### src/rtl/anrc_pkg.sv
package anrc_pkg;

    typedef enum logic [3:0] {
        ST_IDLE,
        ST_ER_PULSE,
        ST_ER_WAIT,
        ST_REC_SMP,
        ST_REC_WR,
        ST_REC_CHK,
        ST_PL_RD,
        ST_PL_DAC,
        ST_PL_CHK
    } seq_state_t;

    typedef struct packed {
        logic erase;
        logic adc_ld;
        logic buf_en;
        logic en;
        logic rw;      // 1 = write
        logic dac_ld;
        logic clr;     // clear address counter
        logic inc;     // advance address counter
    } seq_ctl_t;

    function automatic seq_ctl_t decode_ctl(seq_state_t st);
        seq_ctl_t c;
        c = '0;
        unique case (st)
            ST_IDLE:     c.clr    = 1'b1;
            ST_ER_PULSE: c.erase  = 1'b1;
            ST_REC_SMP:  c.adc_ld = 1'b1;
            ST_REC_WR: begin
                c.buf_en = 1'b1;
                c.en     = 1'b1;
                c.rw     = 1'b1;
                c.inc    = 1'b1;
            end
            ST_PL_RD:    c.en     = 1'b1;
            ST_PL_DAC: begin
                c.dac_ld = 1'b1;
                c.inc    = 1'b1;
            end
            default:     c = '0;
        endcase
        return c;
    endfunction

endpackage

### src/rtl/anrc_addr_ctr.sv
module anrc_addr_ctr #(
    parameter int ADDR_W = 12
) (
    input  logic              clk,
    input  logic              rst,
    input  logic              clr,
    input  logic              inc,
    output logic [ADDR_W-1:0] addr,
    output logic              done
);
    localparam int CNT_W = ADDR_W + 1;
    localparam logic [CNT_W-1:0] LIMIT = CNT_W'(1) << ADDR_W;

    logic [CNT_W-1:0] cnt_q;

    always_ff @(posedge clk) begin
        if (rst || clr)
            cnt_q <= '0;
        else if (inc)
            cnt_q <= cnt_q + CNT_W'(1);
    end

    assign addr = cnt_q[ADDR_W-1:0];
    assign done = (cnt_q == LIMIT);

    a_r5_cnt_bound: assert property (@(posedge clk) disable iff (rst)
        cnt_q <= LIMIT);
    a_r5_cnt_step: assert property (@(posedge clk) disable iff (rst)
        (inc && !clr) |=> (cnt_q == $past(cnt_q) + CNT_W'(1)));
    a_r5_clr_zero: assert property (@(posedge clk) disable iff (rst)
        clr |=> (cnt_q == '0));

endmodule

### src/rtl/anrc_seq.sv
module anrc_seq
    import anrc_pkg::*;
(
    input  logic     clk,
    input  logic     rst,
    input  logic     rec_req,
    input  logic     play_req,
    input  logic     busy,
    input  logic     cnt_done,
    output seq_ctl_t ctl
);
    seq_state_t st_q, st_d;

    always_comb begin
        st_d = st_q;
        unique case (st_q)
            ST_IDLE: begin
                if (rec_req)       st_d = ST_ER_PULSE;   // record wins
                else if (play_req) st_d = ST_PL_RD;
            end
            ST_ER_PULSE: st_d = ST_ER_WAIT;
            ST_ER_WAIT:  if (!busy) st_d = ST_REC_SMP;
            ST_REC_SMP:  st_d = ST_REC_WR;
            ST_REC_WR:   st_d = ST_REC_CHK;
            ST_REC_CHK:  st_d = cnt_done ? ST_IDLE : ST_REC_SMP;
            ST_PL_RD:    st_d = ST_PL_DAC;
            ST_PL_DAC:   st_d = ST_PL_CHK;
            ST_PL_CHK:   st_d = cnt_done ? ST_IDLE : ST_PL_RD;
            default:     st_d = ST_IDLE;
        endcase
    end

    always_ff @(posedge clk) begin
        if (rst) st_q <= ST_IDLE;
        else     st_q <= st_d;
    end

    assign ctl = decode_ctl(st_q);

    a_r2_erase_single: assert property (@(posedge clk) disable iff (rst)
        ctl.erase |=> !ctl.erase);
    a_r3_hold_on_busy: assert property (@(posedge clk) disable iff (rst)
        (st_q == ST_ER_WAIT && busy) |=> !ctl.en);
    a_r6_read_bus_free: assert property (@(posedge clk) disable iff (rst)
        (ctl.en && !ctl.rw) |-> !ctl.buf_en);
    a_r7_dac_after_read: assert property (@(posedge clk) disable iff (rst)
        ctl.dac_ld |-> $past(ctl.en && !ctl.rw));
    a_r8_rec_priority: assert property (@(posedge clk) disable iff (rst)
        (st_q == ST_IDLE && rec_req) |=> ctl.erase);
    a_r9_no_restart: assert property (@(posedge clk) disable iff (rst)
        (st_q != ST_IDLE) |=> !ctl.erase);

endmodule

### src/rtl/announce_rec_ctrl.sv
module announce_rec_ctrl
    import anrc_pkg::*;
#(
    parameter int ADDR_W = 12
) (
    input  logic              clk,
    input  logic              rst,
    input  logic              rec_req,
    input  logic              play_req,
    input  logic              fl_busy,
    output logic [ADDR_W-1:0] fl_addr,
    output logic              fl_rw,
    output logic              fl_en,
    output logic              fl_erase,
    output logic              adc_ld,
    output logic              dac_ld,
    output logic              buf_en
);
    seq_ctl_t ctl;
    logic     cnt_done;

    anrc_seq u_seq (
        .clk      (clk),
        .rst      (rst),
        .rec_req  (rec_req),
        .play_req (play_req),
        .busy     (fl_busy),
        .cnt_done (cnt_done),
        .ctl      (ctl)
    );

    anrc_addr_ctr #(.ADDR_W(ADDR_W)) u_ctr (
        .clk  (clk),
        .rst  (rst),
        .clr  (ctl.clr),
        .inc  (ctl.inc),
        .addr (fl_addr),
        .done (cnt_done)
    );

    assign fl_rw    = ctl.rw;
    assign fl_en    = ctl.en;
    assign fl_erase = ctl.erase;
    assign adc_ld   = ctl.adc_ld;
    assign dac_ld   = ctl.dac_ld;
    assign buf_en   = ctl.buf_en;

    a_r4_write_uses_buffer: assert property (@(posedge clk) disable iff (rst)
        (fl_en && fl_rw) |-> (buf_en && $past(adc_ld)));

endmodule

### config.mk
export PLATFORM = sky130hd
export DESIGN_NAME = announce_rec_ctrl
export DESIGN_NICKNAME = d
export VERILOG_FILES = /design/src/rtl/anrc_pkg.sv /design/src/rtl/anrc_addr_ctr.sv /design/src/rtl/anrc_seq.sv /design/src/rtl/announce_rec_ctrl.sv
export SDC_FILE = /design/constraint.sdc
export NUM_CORES = 1
export LEC_CHECK = 0
export BUFFER_PORTS_ARGS = -buffer_cell sky130_fd_sc_hd__buf_2
export CORE_ASPECT_RATIO = 1.2
export CORE_MARGIN = 2
export CORE_UTILIZATION = 35
export CTS_BUF_LIST = sky130_fd_sc_hd__clkbuf_16
export CTS_CLUSTER_SIZE = 30
export DETAILED_ROUTE_END_ITERATION = 10
export GPL_TIMING_DRIVEN = 1
export PLACE_DENSITY = 0.51
export SLEW_MARGIN = 10
export SYNTH_ARGS = -nofsm -noshare
export SYNTH_HDL_FRONTEND = slang
export SYNTH_HIERARCHICAL = 1
export SYNTH_SLANG_ARGS = --single-unit
export TNS_END_PERCENT = 1
### constraint.sdc
create_clock -name clk -period 3.5 [get_ports clk]
set_clock_uncertainty 0.15 [all_clocks]
set_input_delay 0.7 -clock clk [delete_from_list [all_inputs] [get_ports clk]]
set_output_delay 0.7 -clock clk [all_outputs]
set_load 0.02 [all_outputs]
==> results.yml <==
status:
  status: "completed"
clocking:
  cts_tree: "built"
  clock_latency_ns: 0.25
  cts_buffers: 3
  clock_path_buffers: 2
  cts_setup_buffers: 0
  cts_hold_buffers: 0
  cts.sinks: 17
  clk_pin_slew_ns: 0.05
  cts_resized: 0
  cts-root-buf: "clkbuf_16"
  htreeDepth: 1
grt:
  grt_overflow: 0
  grt_pass1_vias: 781
  antenna_found_initial: 0
  grt_max_degree: 16
  grt_pass1_wl_um: 3615
  grt.total_usage: 0.1425
sta:
  relSlewSlack: 0.4972
  fin_crit_sh: 0.6656
  fmax_ghz: 0.4293
  rsz0062_at_grt: "no"
  finalWorstSetupSlack_ns: 1.171
  worstMarginPinSlew_ns: 0.7473
  fin_tns_setup_ns: 0
  setup-violations-final: 0
  hold_viol_final: 0
  min_period_ns: 2.329
  slew_viol_final: 0
route:
  vias: 925
  drt_pass1_iterations: 4
  routedWlPerCell_um: 12.84
  ant_nets: 0
  drtIter0Drc: 25
  drt_drc_violations_left: 0
  viasPerCell: 5.409
  wirelength_um: 2196
place:
  routabilityCongestion: 0.7293
  port_buffers: 22
  placed_area_sq_mm: 0.001101
  dp_slack_ns: 1.199
  dpl.hpwl_um: 1570
floorplanning:
  die_x_um: 54.59
  fp-row-count: 22
  die_y_um: 64.71
  io_pins: 23
  core-area_sq_mm: 0.003000
  initial_core_util: 0.3582
  die_area_sq_mm: 0.003532
synth:
  syn-num-nets: 135
  ys_types: 40
  ys_ff_latch: 17
  synth.area.top_cells: "dfxtp_1 32%, buf_4 9.1%, mux2i_1 4.7%, nor2_1 3.8%, nor4_1 3.5%"
  synth_most_common_cell: "dfxtp_1"
  yosys_warnings: 6
  synth_cells: 128
  synth_edf_count: 0
  syn_area_per_cell_sq_um: 8.397
  synth.cell_area_sq_mm: 0.001075
  synthFlopType: "dfxtp_1"
  synth.yosys.seq_area_share: 0.3166
  synth_area_leader_cell: "dfxtp_1"
  synthTopCellsByCount: "17 x dfxtp_1, 13 x buf_4, 11 x nor2_1"
  async_flop_share: 0
  synth_top_area_frac: 0.3166
layout:
  area_growth_pct: 9.779
  fillers: 310
  drive_gt1_frac: 0.2074
  antennaDiodeCount: 0
  finalInstanceArea_sq_mm: 0.001180
  finalNetCount: 143
setup_path:
  rr_endpoint: "u_ctr/cnt_q[6]"
  arrival_ns: 2.36
  timing.rr.start: "u_seq/st_q[2]"
  crit_required_ns: 3.53
  endpoint_kind: "flop"
  reg2reg_setup_slack_ns: 1.17
  startpoint_type: "flop"
  crit_type: "reg2reg"
  rr_worst_depth: 6
  path_max_fanout: 10
power_and_ir_drop:
  leakage_nw: 0.4689
  irDropWorstVdd_uv: 243.8
  p_per_area_mw_per_mm2: 513.1
worst_hold_path:
  min_to: "u_ctr/cnt_q[12]"
  holdPathStages: 2
  min_path_type: "reg2reg"
  holdCritStartpoint: "u_ctr/cnt_q[12]"
flow_run:
  cap_violations: 0
## cells by family after synthesis
| family | after synthesis | share of synthesized area |
|---|---|---|
| flip-flops | 17 | 0.3167 |
| buffers and inverters | 24 | 0.1374 |
| multiplexers | 5 | 0.04657 |
| XOR/XNOR | 4 | 0.03260 |
| AND/OR/NAND/NOR | 57 | 0.3236 |
| AO/OA/AOI/OAI | 19 | 0.1199 |
| adder cells (fa/ha/maj) | 2 | 0.02328 |
## state kept, by name, indices dropped and copies added (netlist names)
name	count
u_ctr/cnt_q	13
u_seq/st_q	4
## layout by cell type (no fill, tap or decap), types with 2 or more instances in the layout
cell,n
xnor2_1,2
o31ai_1,4
nor2_1,11
dfxtp_1,17
clkbuf_16,3
xor2_1,2
nor4b_1,3
nand3_1,2
buf_2,22
nor4_1,6
mux2i_1,5
o21ai_0,2
nand4_1,2
o21a_1,2
nor3_1,4
inv_1,6
a21oi_1,5
ha_1,2
and3_1,2
or2_1,2
nand2_1,8
or4_1,4
or3_1,4
## per-stage QoR
step / power [mW] / util / hold WS (ns) / cells
final: 0.6053 / 0.3932 / 0.3246 / 171
after detailed placement: 0.3768 / 0.3670 / 0.3087 / 167
after CTS: 0.6138 / 0.3932 / 0.3210 / 171
after floorplan: 0.3546 / - / 0.2886 / 128
after global routing: 0.6398 / 0.3932 / 0.3622 / 171
after global placement: 0.3756 / 0.3670 / 0.3058 / 167
## worst max-delay path, stage by stage, from the launching register on
cell,delay [ns]
dfxtp_1,0.49
nand2b_1,0.16
nor3_1,0.25
or2_1,0.34
nand4_2,0.24
or4_1,0.47
a21oi_1,0.15
## power by group
part / total, mW / internal (mW) / switching [mW]
clock: 0.232 / 0.152 / 0.0799
sequential: 0.236 / 0.205 / 0.0309
combinational: 0.138 / 0.0570 / 0.0808
## final cells by class
class,count,area (sq um),share of cell area
multi-input cells,87,586.8,0.4973
flip-flops and latches,17,340.3,0.2884
repair buffers,22,110.1,0.09332
clock buffers,3,75.07,0.06363
well taps,36,45.04,0.03818
inverters,5,18.77,0.01591
clock inverters,1,3.754,0.003181
## worst max-delay path by stage
stage                  startpoint        endpoint  slack (ns)
finish              u_seq/st_q[2]  u_ctr/cnt_q[6]        1.17
global route        u_seq/st_q[2]  u_ctr/cnt_q[6]         1.0
CTS                 u_seq/st_q[2]  u_ctr/cnt_q[6]        1.18
detailed placement  u_seq/st_q[2]  u_ctr/cnt_q[6]        1.20
global placement    u_seq/st_q[3]  u_ctr/cnt_q[8]        1.31
floorplan           u_seq/st_q[3]  u_ctr/cnt_q[9]        0.98
## metal layers
| layer | track usage | wire (um) | vias to the layer above |
|---|---|---|---|
| met5 | 0 | 0 | - |
| met4 | 0.09375 | 62 | 0 |
| met3 | 0.02765 | 90 | 5 |
| met2 | 0.2128 | 979 | 24 |
| met1 | 0.1795 | 1063 | 431 |
| li1 | - | - | 465 |
Power figures use the tool's default switching activity.
